<file path="config.mk">
export PLATFORM = sky130hd
export DESIGN_NAME = selfclk_result_tx
export DESIGN_NICKNAME = d
export VERILOG_FILES = /design/src/rtl/stx_pkg.sv /design/src/rtl/stx_clkgen.sv /design/src/rtl/stx_shifter.sv /design/src/rtl/selfclk_result_tx.sv
export SDC_FILE = /design/constraint.sdc
export NUM_CORES = 1
export LEC_CHECK = 0
export ABC_AREA = 1
export BUFFER_PORTS_ARGS = -buffer_cell sky130_fd_sc_hd__buf_4
export CAP_MARGIN = 20
export CORE_MARGIN = 2
export CORE_UTILIZATION = 45
export DETAILED_ROUTE_END_ITERATION = 7
export GPL_TIMING_DRIVEN = 0
export PLACE_DENSITY = 0.76
export SYNTH_ARGS = -nofsm -noshare
export SYNTH_HDL_FRONTEND = slang
export SYNTH_SLANG_ARGS = --single-unit
</file>
<file path="constraint.sdc">
create_clock -name clk -period 1.4 [get_ports clk]
set_input_delay 0.21 -clock clk [delete_from_list [all_inputs] [get_ports clk]]
set_output_delay 0.21 -clock clk [all_outputs]
set_load 0.01 [all_outputs]
</file>
<file path="src/rtl/stx_pkg.sv">
package stx_pkg;
  typedef enum logic {
    TX_IDLE = 1'b0,
    TX_SEND = 1'b1
  } tx_state_e;
endpackage

</file>
<file path="src/rtl/stx_clkgen.sv">
module stx_clkgen #(
  parameter int HALF = 2
) (
  input  logic clk,
  input  logic rst_n,
  input  logic run,
  output logic ser_clk,
  output logic fall_seen
);
  localparam int CW = (HALF > 1) ? $clog2(HALF) : 1;
  localparam logic [CW-1:0] CLAST = CW'(HALF - 1);

  logic [CW-1:0] cnt;
  logic          sclk_q;
  logic          fall_q;
  logic          wrap;

  assign wrap = (cnt == CLAST);

  always_ff @(posedge clk) begin
    if (!rst_n) begin
      cnt    <= '0;
      sclk_q <= 1'b0;
      fall_q <= 1'b0;
    end else if (!run) begin
      cnt    <= '0;
      sclk_q <= 1'b0;
      fall_q <= 1'b0;
    end else begin
      fall_q <= wrap & sclk_q;
      if (wrap) begin
        cnt    <= '0;
        sclk_q <= ~sclk_q;
      end else begin
        cnt <= cnt + 1'b1;
      end
    end
  end

  assign ser_clk   = sclk_q;
  assign fall_seen = fall_q;

  initial begin
    a_r3_half_min: assert (HALF >= 2);
  end

  // the shift strobe trails an actual falling edge by one cycle
  a_r3_fall_follows: assert property (@(posedge clk) disable iff (!rst_n)
    fall_q |-> (!sclk_q && $past(sclk_q)));
endmodule

</file>
<file path="src/rtl/stx_shifter.sv">
module stx_shifter #(
  parameter int NBITS = 16
) (
  input  logic             clk,
  input  logic             rst_n,
  input  logic             load,
  input  logic             fmt_offset,
  input  logic             tag,
  input  logic [NBITS-1:0] data_in,
  input  logic             shift,
  input  logic             sending,
  output logic             ser_dat
);
  logic [NBITS-1:0] shreg;
  logic             tag_q;

  always_ff @(posedge clk) begin
    if (!rst_n) begin
      shreg <= '0;
      tag_q <= 1'b0;
    end else if (load) begin
      shreg <= {data_in[NBITS-1] ^ fmt_offset, data_in[NBITS-2:0]};
      tag_q <= tag;
    end else if (shift) begin
      shreg <= {shreg[NBITS-2:0], 1'b0};
    end
  end

  assign ser_dat = sending ? shreg[NBITS-1] : tag_q;

  // format choice touches only the top bit of the loaded word
  a_r4_load_format: assert property (@(posedge clk) disable iff (!rst_n)
    load |=> (shreg[NBITS-2:0] == $past(data_in[NBITS-2:0])) &&
             (shreg[NBITS-1] == ($past(data_in[NBITS-1]) ^ $past(fmt_offset))));

  // captured tag changes only at a frame start
  a_r5_tag_held: assert property (@(posedge clk) disable iff (!rst_n)
    !load |=> $stable(tag_q));
endmodule

</file>
<file path="src/rtl/selfclk_result_tx.sv">
module selfclk_result_tx
  import stx_pkg::*;
#(
  parameter int NBITS = 16,
  parameter int HALF  = 2
) (
  input  logic             clk,
  input  logic             rst_n,
  input  logic             res_valid,
  input  logic [NBITS-1:0] res_data,
  output logic             res_ready,
  input  logic             conv_start,
  input  logic             fmt_offset,
  input  logic             tag_in,
  output logic             ser_clk,
  output logic             ser_dat,
  output logic             frame_done
);
  localparam int IW = (NBITS > 1) ? $clog2(NBITS) : 1;
  localparam logic [IW-1:0] ILAST = IW'(NBITS - 1);

  tx_state_e        state;
  logic [IW-1:0]    bit_idx;
  logic [NBITS-1:0] hold_q;
  logic             ready_q;
  logic             done_q;
  logic             start_acc;
  logic             fall_seen;
  logic             last_bit;
  logic             step;

  assign start_acc = conv_start && (state == TX_IDLE);
  assign last_bit  = (bit_idx == ILAST);
  assign step      = (state == TX_SEND) && fall_seen;

  always_ff @(posedge clk) begin
    if (!rst_n) begin
      ready_q <= 1'b0;
      hold_q  <= '0;
    end else begin
      ready_q <= 1'b1;
      if (res_valid && ready_q) hold_q <= res_data;
    end
  end

  always_ff @(posedge clk) begin
    if (!rst_n) begin
      state   <= TX_IDLE;
      bit_idx <= '0;
      done_q  <= 1'b0;
    end else begin
      done_q <= step && last_bit;
      if (start_acc) begin
        state   <= TX_SEND;
        bit_idx <= '0;
      end else if (step) begin
        if (last_bit) state <= TX_IDLE;
        else          bit_idx <= bit_idx + 1'b1;
      end
    end
  end

  stx_clkgen #(.HALF(HALF)) u_clkgen (
    .clk       (clk),
    .rst_n     (rst_n),
    .run       (state == TX_SEND),
    .ser_clk   (ser_clk),
    .fall_seen (fall_seen)
  );

  stx_shifter #(.NBITS(NBITS)) u_shifter (
    .clk        (clk),
    .rst_n      (rst_n),
    .load       (start_acc),
    .fmt_offset (fmt_offset),
    .tag        (tag_in),
    .data_in    (hold_q),
    .shift      (step && !last_bit),
    .sending    (state == TX_SEND),
    .ser_dat    (ser_dat)
  );

  assign res_ready  = ready_q;
  assign frame_done = done_q;

  // generated clock rests low outside a frame
  a_r1_idle_clk_low: assert property (@(posedge clk) disable iff (!rst_n)
    (state == TX_IDLE) |-> !ser_clk);

  // done comes exactly one cycle after a falling edge of ser_clk
  a_r6_done_timing: assert property (@(posedge clk) disable iff (!rst_n)
    frame_done |-> (!$past(ser_clk) && $past(ser_clk, 2)));

  // done never lasts two cycles
  a_r6_done_single: assert property (@(posedge clk) disable iff (!rst_n)
    frame_done |=> !frame_done);

  // a start during a frame does not restart it
  a_r7_ignore_start: assert property (@(posedge clk) disable iff (!rst_n)
    ((state == TX_SEND) && conv_start && !fall_seen) |=>
      ((state == TX_SEND) && $stable(bit_idx)));

  // data line frozen between frames
  a_r5_idle_stable: assert property (@(posedge clk) disable iff (!rst_n)
    ((state == TX_IDLE) && $past(state == TX_IDLE)) |-> $stable(ser_dat));

  // once up, ready never drops
  a_r9_ready_stays: assert property (@(posedge clk) disable iff (!rst_n)
    res_ready |=> res_ready);
endmodule

</file>
==> qor.txt <==
Result of the run -> finished clean
Net count reported at finish -> 290
Clock H-tree levels -> 2
Fraction of final layout cells with drive strength greater than 1 -> 16.92%
Number of max-cap violations -> 0
Synth top area share -> 49.32%
Total clock sinks -> 43
Post CTS Setup Buffer Count -> 0
Io pins -> 26
DRC Markers -> 0
Element type at the critical path end -> register
Clk_skew -> 0.003993 ns
Cts-stage hold buffer count -> 0
Final number of hold-violating endpoints -> 0
Clk slew on worst S/H paths -> 0.07 ns
Number of warnings issued by yosys -> 0
Via count of the first global-routing pass -> 1413
Crit Path Category -> register to register
Register bit total from synthesis -> 43
Sequential Area -> 863.3 µm²
Number of core rows -> 22
Filler instances -> 357
Lkg Pwr -> 0.8122 nW
Area of the core -> 3689 µm²
Initial cell density of the core -> 47.32%
Wire length of the first global-routing pass -> 5.947 mm
Post-Route WL -> 3.519 mm
Cell area after synthesis -> 1745 µm²
Diode count -> 0
WP data required -> 1.56 ns
Worst Tran Pin Value -> 0.4743 ns
Cell depth of the worst hold path -> 1
Final ANT Viol Nets -> 0
Aggregate global-route resource usage -> 17.70%
Max-slew violation total from the final report -> 0
Mean area per synthesized cell -> 7.396 µm²
Critical Path Start Type -> register
Post-detailed-route via-to-cell ratio -> 5.041
Share of the yosys chip area belonging to registers -> 49.32%
CTS max path bufs -> 2
RSZ-0062 raised after global routing -> yes
TritonRoute pass-1 iters -> 4
Count of port buffers added during placement -> 25
Clock latency of the later-clocked register in the worst-skew pair -> 0.29 ns
Hold Worst Slack -> 0.09794 ns
Power density over the cells -> 1097 nW/µm²
Number of cells on the worst reg-to-reg path -> 7
Distinct cell type count of the synthesized netlist -> 20
Die X-Extent -> 66.28 µm
Top post-synthesis cells by area -> sky130_fd_sc_hd__dfxtp_1 49%, sky130_fd_sc_hd__nand2_1 9.9%, sky130_fd_sc_hd__o21ai_0 8.6%
Max FO, Critical Path -> 10
Minimum setup slack in the final design -> 0.09826 ns
DRT iter0 DRCs -> 113
Cell taking the most area after synthesis -> sky130_fd_sc_hd__dfxtp_1
Worst min-delay path class -> input pin to register
Total grt overflow -> 0
Routability cong. -> 0.7827
CTS tree -> built
IR drop worst, VDD -> 0.0006980 V
Upper clock frequency limit -> 0.7682 GHz
Area growth from synthesis to layout -> 18.78%
Tmin final -> 1.302 ns
Die Area -> 4393 µm²
Synthesized netlist net count -> 259
Final routed wire length divided by cell count -> 11.21 µm
Initial antenna violation count -> 0
Clock buffer count from CTS -> 5
Gate Count Post-Synth -> 236
Via count -> 1583
Maximum number of pins on one net before global-route repair -> 12
HPWL after detailed placement -> 2.555 mm
Die height -> 66.28 µm
Period utilization -> 92.98%
Multi-input gate area -> 754.5 µm²
Cells resized by post-CTS repair -> 2
Post-Place Setup Slack -> -0.02438 ns
Final setup fails -> 0
Root buffer selected by CTS -> sky130_fd_sc_hd__clkbuf_8
Arrival time worst endpoint -> 1.46 ns
Worst slew margin relative to its limit -> 68.38%
==> stage by stage <==
step | utilization, % | total power [W] | TNS [ns] | cell area, µm² | std cells
final | 56.21 | 0.002275 | 0 | 2073 | 314
after global routing | 56.21 | 0.002382 | -0.004385 | 2073 | 314
after CTS | 56.17 | 0.002278 | 0 | 2072 | 315
after detailed placement | 54.04 | 0.001582 | -0.1043 | 1993 | 309
after global placement | 54.04 | 0.001577 | 0 | 1993 | 309
after floorplan | - | 0.001481 | 0 | 1745 | 236
==> critical path, cell delays in order, from the launching register on <==
cell	delay [ns]
sky130_fd_sc_hd__dfxtp_2	0.35
sky130_fd_sc_hd__ha_2	0.19
sky130_fd_sc_hd__nand3_2	0.11
sky130_fd_sc_hd__nand2_2	0.12
sky130_fd_sc_hd__nand2_4	0.10
sky130_fd_sc_hd__buf_6	0.16
sky130_fd_sc_hd__nand2_1	0.07
sky130_fd_sc_hd__a21oi_1	0.06
==> cells in the mapped netlist <==
cell type and count:
sky130_fd_sc_hd__ha_1 1, sky130_fd_sc_hd__nor3b_1 1, sky130_fd_sc_hd__nor2_1 33, sky130_fd_sc_hd__nor3_2 1, sky130_fd_sc_hd__inv_2 1, sky130_fd_sc_hd__o21ai_0 30
sky130_fd_sc_hd__or2_0 1, sky130_fd_sc_hd__clkbuf_2 1, sky130_fd_sc_hd__nand2_4 1, sky130_fd_sc_hd__clkbuf_1 5, sky130_fd_sc_hd__nand3_1 21, sky130_fd_sc_hd__buf_4 1
sky130_fd_sc_hd__nand2_1 46, sky130_fd_sc_hd__a21oi_1 25, sky130_fd_sc_hd__buf_6 3, sky130_fd_sc_hd__buf_2 2, sky130_fd_sc_hd__nand2_2 2, sky130_fd_sc_hd__nor3_1 1
sky130_fd_sc_hd__inv_1 17, sky130_fd_sc_hd__dfxtp_1 43
==> layout make-up <==
class	instances	area share [%]
Timing Repair Buffer	25	9.052
Tap cell	48	2.897
Buffer	11	3.259
Multi-Input combinational cell	163	36.39
Sequential cell	43	41.64
Clock buffer	6	3.500
Inverter	18	3.259
==> state kept, by name, summed over array words and instances (netlist names) <==
name and count:
u_shifter.tag_q 1, bit_idx 4, u_clkgen.cnt 1, u_clkgen.ser_clk 1, hold_q 16, frame_done 1
state 1, u_clkgen.fall_seen 1, res_ready 1, u_shifter.shreg 16
==> worst paths after layout <==
| kind | from | endpoint | slack [ns] |
|---|---|---|---|
| max | bit_idx[0] | u_shifter.shreg[8] | 0.1 |
| max reg2reg | bit_idx[0] | u_shifter.shreg[8] | 0.1 |
| min reg2reg | u_clkgen.cnt | u_clkgen.cnt | 0.44 |
| min | rst_n | res_ready | 0.1 |
==> where the power goes <==
part           switching, W  leakage, nW  internal, W
Combinational      0.000143        0.422     0.000108
Sequential        0.0000240        0.353      0.00128
Clock              0.000389       0.0371     0.000333
==> per-layer routing <==
layer / global-route usage, % / wire length, µm / share of wire, %
met3: 5.451 / 121 / 3.4
met5: 0 / 0 / 0
met4: 6.122 / 68 / 1.9
met1: 20.08 / 1534 / 44
met2: 31.13 / 1794 / 51
==> cell families after synthesis <==
kind of cell	after synthesis	share of synthesized area (%)
fa+ha+maj	1	0.7167
buf+inv	30	8.172
compound gates	55	15.77
flops	43	49.32
simple gates	107	26.02
==> cell usage in the layout, fill, tap and decap left out <==
master / count
sky130_fd_sc_hd__clkbuf_2: 1
sky130_fd_sc_hd__clkbuf_8: 5
sky130_fd_sc_hd__nand3_1: 20
sky130_fd_sc_hd__buf_8: 1
sky130_fd_sc_hd__nor3_2: 1
sky130_fd_sc_hd__buf_6: 1
sky130_fd_sc_hd__dfxtp_1: 41
sky130_fd_sc_hd__inv_1: 17
sky130_fd_sc_hd__nand3_2: 1
sky130_fd_sc_hd__dfxtp_2: 2
sky130_fd_sc_hd__buf_2: 2
sky130_fd_sc_hd__nor3b_1: 1
sky130_fd_sc_hd__nand2_4: 2
sky130_fd_sc_hd__nand2_2: 1
sky130_fd_sc_hd__ha_2: 1
sky130_fd_sc_hd__a21oi_1: 25
sky130_fd_sc_hd__nand2_1: 46
sky130_fd_sc_hd__buf_4: 26
sky130_fd_sc_hd__clkbuf_1: 6
sky130_fd_sc_hd__or2_0: 1
sky130_fd_sc_hd__nor3_1: 1
sky130_fd_sc_hd__o21ai_0: 30
sky130_fd_sc_hd__nor2_1: 33
sky130_fd_sc_hd__inv_2: 1
Power figures use the tool's default switching activity.
